File: src/rtl/addsub_alu8_pkg.sv
package addsub_alu8_pkg;
  localparam int unsigned DATA_W = 8;

  typedef enum logic [1:0] {
    OP_ADD = 2'b00,
    OP_ADC = 2'b01,
    OP_SUB = 2'b10,
    OP_SBC = 2'b11
  } alu_op_e;

  typedef struct packed {
    logic z;
    logic n;
    logic h;
    logic c;
  } alu_flags_t;
endpackage

File: src/rtl/addsub_operand_prep.sv
module addsub_operand_prep
  import addsub_alu8_pkg::*;
#(
  parameter int unsigned W = DATA_W
) (
  input  alu_op_e        op_i,
  input  logic           borrow_mode_i,
  input  logic           carry_flag_i,
  input  logic [W-1:0]   b_i,
  output logic [W-1:0]   b_eff_o,
  output logic           cin_o
);
  logic is_sub;

  always_comb begin
    is_sub  = op_i[1];
    // subtraction feeds the inverted operand into the shared adder
    b_eff_o = is_sub ? ~b_i : b_i;
    unique case (op_i)
      OP_ADD:  cin_o = 1'b0;
      OP_ADC:  cin_o = carry_flag_i;
      OP_SUB:  cin_o = 1'b1;  // the +1 that completes the negation
      OP_SBC:  cin_o = borrow_mode_i ? ~carry_flag_i : carry_flag_i;
      default: cin_o = 1'b0;
    endcase
  end
endmodule

File: src/rtl/addsub_split_adder.sv
module addsub_split_adder #(
  parameter int unsigned W = 8
) (
  input  logic [W-1:0] a_i,
  input  logic [W-1:0] b_i,
  input  logic         cin_i,
  output logic [W-1:0] sum_o,
  output logic         c_half_o,
  output logic         c_full_o
);
  localparam int unsigned HALF_W = W / 2;
  localparam int unsigned HIGH_W = W - HALF_W;

  logic [HALF_W:0] lo_sum;
  logic [HIGH_W:0] hi_sum;

  always_comb begin
    lo_sum = {1'b0, a_i[HALF_W-1:0]} + {1'b0, b_i[HALF_W-1:0]}
           + {{HALF_W{1'b0}}, cin_i};
    hi_sum = {1'b0, a_i[W-1:HALF_W]} + {1'b0, b_i[W-1:HALF_W]}
           + {{HIGH_W{1'b0}}, lo_sum[HALF_W]};
    sum_o    = {hi_sum[HIGH_W-1:0], lo_sum[HALF_W-1:0]};
    c_half_o = lo_sum[HALF_W];
    c_full_o = hi_sum[HIGH_W];
  end
endmodule

File: src/rtl/addsub_flag_logic.sv
module addsub_flag_logic
  import addsub_alu8_pkg::*;
#(
  parameter int unsigned W = DATA_W
) (
  input  alu_op_e      op_i,
  input  logic         borrow_mode_i,
  input  logic [W-1:0] sum_i,
  input  logic         c_half_i,
  input  logic         c_full_i,
  output alu_flags_t   flags_o
);
  logic invert_carries;

  always_comb begin
    invert_carries = op_i[1] & borrow_mode_i;
    flags_o.z = (sum_i == '0);
    flags_o.n = op_i[1];
    flags_o.h = c_half_i ^ invert_carries;
    flags_o.c = c_full_i ^ invert_carries;
  end
endmodule

File: src/rtl/addsub_alu8.sv
module addsub_alu8
  import addsub_alu8_pkg::*;
(
  input  logic       clk,
  input  logic       rst,
  input  logic       exec_en,
  input  logic [1:0] op,
  input  logic       borrow_mode,
  input  logic [7:0] opa,
  input  logic [7:0] opb,
  output logic [7:0] result,
  output logic       flag_z,
  output logic       flag_n,
  output logic       flag_h,
  output logic       flag_c
);
  localparam int unsigned W = DATA_W;

  alu_op_e      op_e;
  logic [W-1:0] b_eff;
  logic         cin;
  logic         c_half;
  logic         c_full;
  alu_flags_t   next_flags;
  alu_flags_t   flags_q;

  assign op_e = alu_op_e'(op);

  addsub_operand_prep #(.W(W)) u_prep (
    .op_i          (op_e),
    .borrow_mode_i (borrow_mode),
    .carry_flag_i  (flags_q.c),
    .b_i           (opb),
    .b_eff_o       (b_eff),
    .cin_o         (cin)
  );

  addsub_split_adder #(.W(W)) u_adder (
    .a_i      (opa),
    .b_i      (b_eff),
    .cin_i    (cin),
    .sum_o    (result),
    .c_half_o (c_half),
    .c_full_o (c_full)
  );

  addsub_flag_logic #(.W(W)) u_flags (
    .op_i          (op_e),
    .borrow_mode_i (borrow_mode),
    .sum_i         (result),
    .c_half_i      (c_half),
    .c_full_i      (c_full),
    .flags_o       (next_flags)
  );

  always_ff @(posedge clk) begin
    if (rst)          flags_q <= '0;
    else if (exec_en) flags_q <= next_flags;
  end

  assign flag_z = flags_q.z;
  assign flag_n = flags_q.n;
  assign flag_h = flags_q.h;
  assign flag_c = flags_q.c;

  a_r8_reset_clears: assert property (@(posedge clk)
    rst |=> (flags_q == '0));

  a_r7_hold_when_idle: assert property (@(posedge clk) disable iff (rst)
    !exec_en |=> $stable(flags_q));

  a_r6_subtract_flag: assert property (@(posedge clk) disable iff (rst)
    exec_en |=> (flag_n == $past(op[1])));

  a_r5_zero_flag: assert property (@(posedge clk) disable iff (rst)
    exec_en |=> (flag_z == ($past(result) == 8'h00)));

  a_r2_borrow_sub_carry: assert property (@(posedge clk) disable iff (rst)
    (exec_en && op == 2'b10 && borrow_mode) |=> (flag_c == ($past(opa) < $past(opb))));

  a_r4_direct_sub_carry: assert property (@(posedge clk) disable iff (rst)
    (exec_en && op == 2'b10 && !borrow_mode) |=> (flag_c == ($past(opa) >= $past(opb))));
endmodule

File: config.mk
export PLATFORM = sky130hd
export DESIGN_NAME = addsub_alu8
export DESIGN_NICKNAME = d
export VERILOG_FILES = /design/src/rtl/addsub_alu8_pkg.sv /design/src/rtl/addsub_operand_prep.sv /design/src/rtl/addsub_split_adder.sv /design/src/rtl/addsub_flag_logic.sv /design/src/rtl/addsub_alu8.sv
export SDC_FILE = /design/constraint.sdc
export NUM_CORES = 1
export LEC_CHECK = 0
export ABC_AREA = 1
export ABC_CLOCK_PERIOD_IN_PS = 4400
export BUFFER_PORTS_ARGS = -buffer_cell sky130_fd_sc_hd__buf_2
export CAP_MARGIN = 20
export CORE_UTILIZATION = 40
export CTS_CLUSTER_SIZE = 12
export DETAILED_ROUTE_END_ITERATION = 16
export GPL_TIMING_DRIVEN = 0
export PLACE_DENSITY_LB_ADDON = 0.3
export SETUP_SLACK_MARGIN = 0.05
export SYNTH_ARGS = -nofsm -noshare
export SYNTH_HDL_FRONTEND = slang
export SYNTH_SLANG_ARGS = --single-unit
File: constraint.sdc
create_clock -name clk -period 4.4 [get_ports clk]
set_input_delay 0.88 -clock clk [delete_from_list [all_inputs] [get_ports clk]]
set_output_delay 0.88 -clock clk [all_outputs]
set_load 0.1 [all_outputs]
==> key figures, run 1 <==
Die
  – Die height: 41.79 microns
  – DIE AREA: 0.001746 sq mm
  – Row cnt: 13
  – Die X: 41.79 microns
  – Core ar.: 0.001383 sq mm
  – I/O pin count: 34
  – Starting Density: 0.4579

Clock tree
  – H-tree levels: 1
  – Clk_lat worst skew: 230 ps
  – Reg clk slew, reported paths: 40 ps
  – CTS Buf Count: 3
  – Worst-case clock buffer depth: 2
  – Root Driver: clkbuf_4
  – CTS tree: yes
  – Num Clock Sinks: 4

Synth
  – Mapped Nets: 129
  – Synth warnings: 0
  – Post-synth top cells: nand2_1, inv_1, nand3_1
  – Synth Area in Simple Gates: 0.2846
  – Post-synth EDFFs: 0
  – Post-Synth XOR/XNOR Area: 0.1107
  – Synth area leaders: dfxtp_1, fa_1, nand2_1
  – Post-synth top area share: 0.1265
  – Largest family of logic cells by synthesized area: simple AND/OR/NAND/NOR gates
  – Distinct cells, synth: 19
  – Multiplexer share of the synthesized area: 0
  – Cells after Synth: 97
  – Post-synth top area cell: dfxtp_1
  – Post-synthesis compound-gate area fraction: 0.08498
  – Yosys reg bits: 4
  – Post-Synth Adder-Cell Area: 0.2451
  – Register area share after synthesis: 0.1265
  – FFs w/ async S/R, synth: 0
  – Cell Area, Synth: 633.1 sq um
  – Count leader, synth: nand2_1
  – Synth Flop Type: dfxtp_1
  – Avg Cell Area, Syn: 6.527 sq um

Placed design
  – Placed cell area: 824.5 sq um
  – Port bufs: 33
  – HPWL Detailed: 1279 microns
  – Placed Cells: 145
  – Dpl ws: -308.5 ps
  – Final RePlAce weighted congestion: 0.8556

Timing
  – Slew at the pin closest to its max-slew limit: 484.9 ps
  – Final worst path period share: 0.9640
  – Setup Viol. Count Final: 0
  – Fin. Hold Viols: 0
  – Hold_ws: 477.4 ps
  – Final Skew: 0.5531 ps
  – Relative slew slack: 0.6790
  – Achievable Freq: 0.2358 GHz
  – Fin. max-slew vios: 0
  – Final worst setup slack: 158.6 ps
  – RSZ-0062 raised after global routing: false
  – Crit path time final: 4241 ps

Setup path
  – Critical path class: input port to primary output
  – R2R setup slack: 1620 ps
  – CP max FO: 4
  – Data required, critical path: 3520 ps
  – Worst r2r src: flag_c$_SDFFE_PP0P_
  – Worst Setup Start Kind: input port
  – Worst reg2reg path depth: 14
  – Critical Path AT: 3360 ps
  – Worst r2r dst: flag_z$_SDFFE_PP0P_
  – CP endpoint kind: primary output

Global route
  – GRT overflow: 0
  – Initial antenna violation count: 0
  – Total track usage: 0.1892
  – Vias in the first global route: 688
  – First-pass GRT wire length: 2642 microns
  – Largest net degree at the start of global routing: 11

Power
  – Pint: 157.2 uW
  – Sequential power share: 0.096
  – Lkg Pwr: 0.0005394 uW
  – Switching power: 265.3 uW
  – Worst-case vdd ir drop: 0.2856 mV
  – Pwr Density: 438.5 mW/mm^2
  – Comb pwr share: 0.800
  – Sw frac: 0.6279
  – Clk pwr share: 0.104

Final layout
  – Design Area, Final: 963.4 sq um
  – Final core utilization: 0.6968
  – Post-Layout Cell Count: 153
  – Share of layout cells above drive strength 1: 0.4493
  – Layout Nets: 172
  – Area Overhead vs Synth: 52.17%
  – Fillcell total: 132
  – Ant diodes: 0

Route
  – Via count of the routed design: 739
  – DRT antenna net count: 0
  – Post-route DRC: 0
  – Drt wl/cell: 10.90 microns
  – Avg Vias per Cell: 4.830
  – TritonRoute pass-1 iters: 4
  – Final wirelength: 1667 microns
  – Initial detailed-routing violation count: 9

Flow run
  – Max-Cap Viols: 0

Worst hold path
  – Worst Hold Launch: flag_z$_SDFFE_PP0P_
  – Hold Path Stages: 2
  – HP Class: flop to flop
  – Endpoint, Worst Hold: flag_z$_SDFFE_PP0P_

Status
  – Status: complete, no violations
per-stage QoR:
stage	total power (uW)	setup TNS, ps
after CTS	411.1	0
after global routing	448.6	0
after global placement	337.2	-520.6
final	422.4	0
after floorplan	297.3	0
after detailed placement	341.4	-593.3
worst max-delay path by stage:
| stage | startpoint | to | slack [ps] | cells after the start |
|---|---|---|---|---|
| after floorplan | op[1] | result[5] | 90 | 13 |
| after global placement | op[1] | result[5] | -290 | 15 |
| after detailed placement | op[1] | result[5] | -310 | 15 |
| after CTS | op[1] | result[5] | 20 | 15 |
| after global routing | op[1] | result[5] | 30 | 15 |
| final | op[1] | result[5] | 160 | 15 |
placed cells by master (no fill, tap or decap), types with 2 or more instances in the layout:
master,n
nand2_1,18
nor2_1,7
ha_1,6
nand4_1,2
inv_1,16
buf_4,6
clkbuf_4,3
buf_2,29
a21oi_1,4
xnor2_1,2
fa_2,4
xor2_1,6
dfxtp_1,4
nand2_2,3
nor2_2,2
buf_8,2
clkinvlp_4,2
nand3_1,9
inv_2,4
layer usage:
metal / GRT usage / vias to the layer above / wire length, microns
met5: 0 / - / 0
met4: 0.05806 / 0 / 0
met3: 0.02609 / 0 / 50
met2: 0.3344 / 20 / 877
met1: 0.2342 / 335 / 739
li1: - / 384 / -
power groups by stage:
stage          Sequential, uW  Clock, uW  Combinational [uW]
2_1_floorplan            57.9          0                 239
3_3_place_gp             40.7          0                 297
3_5_place_dp             40.9          0                 300
4_1_cts                  40.4       45.4                 325
5_1_grt                  41.0       50.4                 357
6_report                 40.7       44.0                 338
worst max-delay path, cell delays in order:
cell	delay (ps)
buf_6	100
buf_8	120
inv_4	40
o22ai_2	70
a31oi_2	200
fa_2	240
inv_2	50
fa_2	350
nand3_2	90
nand2_2	60
fa_2	360
inv_2	70
fa_2	460
clkinvlp_4	100
buf_12	160
state kept, by name, indices dropped and copies added, names as in the netlist:
register	flops
flag_c	1
flag_h	1
flag_n	1
flag_z	1
timing repair:
item                                    4_1_cts  5_1_grt
resized for setup                            14       11
endpoints found under the setup margin        3        3
pin swaps                                     1        3
hold buffers                                  0        0
setup buffers                                 1        4
kinds of logic after synthesis:
| logic type | after synthesis |
|---|---|
| simple gates | 42 |
| buf+inv | 24 |
| fa+ha+maj | 10 |
| compound gates | 9 |
| xor+xnor | 8 |
| flops | 4 |
area by class of cell:
type,count,area (sq um),area share
repair buffers,38,236.5,0.2455
clock buffers,3,22.52,0.02338
inverters,23,96.34,0.1000
multi-input cells,69,494.2,0.5130
flip-flops and latches,4,80.08,0.08312
plain buffers,1,15.01,0.01558
well taps,15,18.77,0.01948
Power figures use the tool's default switching activity.
==> run 2: changes to the inputs <==
--- a/config.mk
+++ b/config.mk
@@ -9,7 +9,7 @@
 export ABC_CLOCK_PERIOD_IN_PS = 4400
 export BUFFER_PORTS_ARGS = -buffer_cell sky130_fd_sc_hd__buf_2
 export CAP_MARGIN = 20
-export CORE_UTILIZATION = 40
+export CORE_UTILIZATION = 43
 export CTS_CLUSTER_SIZE = 12
 export DETAILED_ROUTE_END_ITERATION = 16
 export GPL_TIMING_DRIVEN = 0
==> key figures, run 2 (synthesis gave the netlist of run 1 again) <==
Status
  – Status: complete, no violations

Setup path
  – Worst Setup Start Kind: input port
  – Critical path class: input port to primary output
  – R2R setup slack: 1480 ps
  – CP max FO: 5
  – Worst r2r src: flag_c$_SDFFE_PP0P_
  – Worst r2r dst: flag_z$_SDFFE_PP0P_
  – Worst reg2reg path depth: 15
  – Data required, critical path: 3520 ps
  – Critical Path AT: 3400 ps
  – CP endpoint kind: primary output

Route
  – Via count of the routed design: 731
  – Initial detailed-routing violation count: 1
  – Drt wl/cell: 10.63 microns
  – TritonRoute pass-1 iters: 2
  – Avg Vias per Cell: 4.747
  – Post-route DRC: 0
  – DRT antenna net count: 0
  – Final wirelength: 1637 microns

Die
  – Starting Density: 0.4747
  – Die X: 40.37 microns
  – Die height: 40.37 microns
  – I/O pin count: 34
  – DIE AREA: 0.001630 sq mm
  – Core ar.: 0.001334 sq mm
  – Row cnt: 13

Final layout
  – Layout Nets: 173
  – Share of layout cells above drive strength 1: 0.4317
  – Area Overhead vs Synth: 51.19%
  – Ant diodes: 0
  – Most frequent cells in the layout: buf_2, nand2_1, inv_1
  – Final core utilization: 0.7176
  – Commonest non-fill, non-tap cell in the layout: buf_2
  – Design Area, Final: 957.2 sq um

Global route
  – Initial antenna violation count: 0
  – Vias in the first global route: 571
  – Largest net degree at the start of global routing: 11
  – GRT overflow: 0
  – First-pass GRT wire length: 2214 microns
  – Total track usage: 0.2011

Timing
  – Slew at the pin closest to its max-slew limit: 505.5 ps
  – Achievable Freq: 0.2339 GHz
  – Crit path time final: 4275 ps
  – Setup Viol. Count Final: 0
  – Relative slew slack: 0.6653
  – RSZ-0062 raised after global routing: false
  – Final worst path period share: 0.9717
  – Fin. Hold Viols: 0
  – Fin. max-slew vios: 0
  – Final Skew: 2.527 ps
  – Final worst setup slack: 124.7 ps

Clock tree
  – Worst-case clock buffer depth: 2
  – Clk_lat worst skew: 230 ps
  – Root Driver: clkbuf_4
  – CTS tree: yes
  – Reg clk slew, reported paths: 30 ps
  – CTS Buf Count: 3
  – H-tree levels: 1
  – Num Clock Sinks: 4

Power
  – Pwr Density: 443.3 mW/mm^2
  – Worst-case vdd ir drop: 0.2628 mV
  – Tot Pwr: 424.3 uW
  – Lkg Pwr: 0.0005403 uW

Placed design
  – HPWL Detailed: 1171 microns
  – Port bufs: 33
  – Final RePlAce weighted congestion: 0.8137
  – Dpl ws: -276.2 ps
  – Placed cell area: 824.5 sq um

Worst hold path
  – Hold Path Stages: 2
  – Worst Hold Launch: flag_n$_SDFFE_PP0P_
  – HP Class: flop to flop
  – Endpoint, Worst Hold: flag_n$_SDFFE_PP0P_

Flow run
  – Max-Cap Viols: 0
[run 2: area by class of cell]
class | instances | area [sq um]
Multi-Input combinational cell | 69 | 481.7
Fill cell | 122 | 376.6
Timing Repair Buffer | 39 | 240.2
Inverter | 23 | 98.84
Sequential cell | 4 | 80.08
Clock buffer | 3 | 22.52
Tap cell | 15 | 18.77
Buffer | 1 | 15.01
[run 2: what timing repair did]
action / CTS / global route
pin swaps: 3 / 4
buffers inserted: 2 / 4
endpoints found under the setup margin: 3 / 3
hold buffers: 0 / 0
hold endpoints to repair: 0 / 0
resized for setup: 16 / 6
[run 2: worst max path at each step]
stage	cells past startpoint	end	from	slack, ps
floorplan	13	result[5]	op[1]	90
global placement	15	result[5]	op[1]	-280
detailed placement	15	result[5]	op[1]	-280
CTS	15	result[5]	op[1]	30
global route	15	result[5]	op[1]	30
finish	15	result[5]	op[1]	120
[run 2: critical path, cell delays in order]
cell        delay, ps
buf_6             100
buf_8             120
clkinv_4           40
o22ai_1            60
a31oi_1           180
fa_2              240
inv_2              60
fa_2              360
nand3_2            90
nand2_2            80
fa_2              400
inv_2              60
fa_2              460
clkinvlp_4        110
buf_12            170
[run 2: routing by layer]
layer,track usage,part of all wire,vias up
met5,0,0,-
met2,0.3730,0.51,25
met1,0.2434,0.43,316
li1,-,-,386
met3,0.01667,0.038,4
met4,0.05000,0.016,0
[run 2: power breakdown]
group	internal [uW]	total, uW	switching [uW]
sequential	38.9	40.5	1.61
clock	30.5	45.2	14.7
combinational	89.1	339	250
total	158	424	266
[run 2: metrics by stage]
stage | TNS [ps] | instances | hold WS, ps
6_report | 0 | 154 | 476.6
4_1_cts | 0 | 150 | 479.6
3_5_place_dp | -499.1 | 145 | 473.4
5_1_grt | 0 | 154 | 512.4
3_3_place_gp | -488.3 | 145 | 463.5
2_1_floorplan | 0 | 97 | 913.6
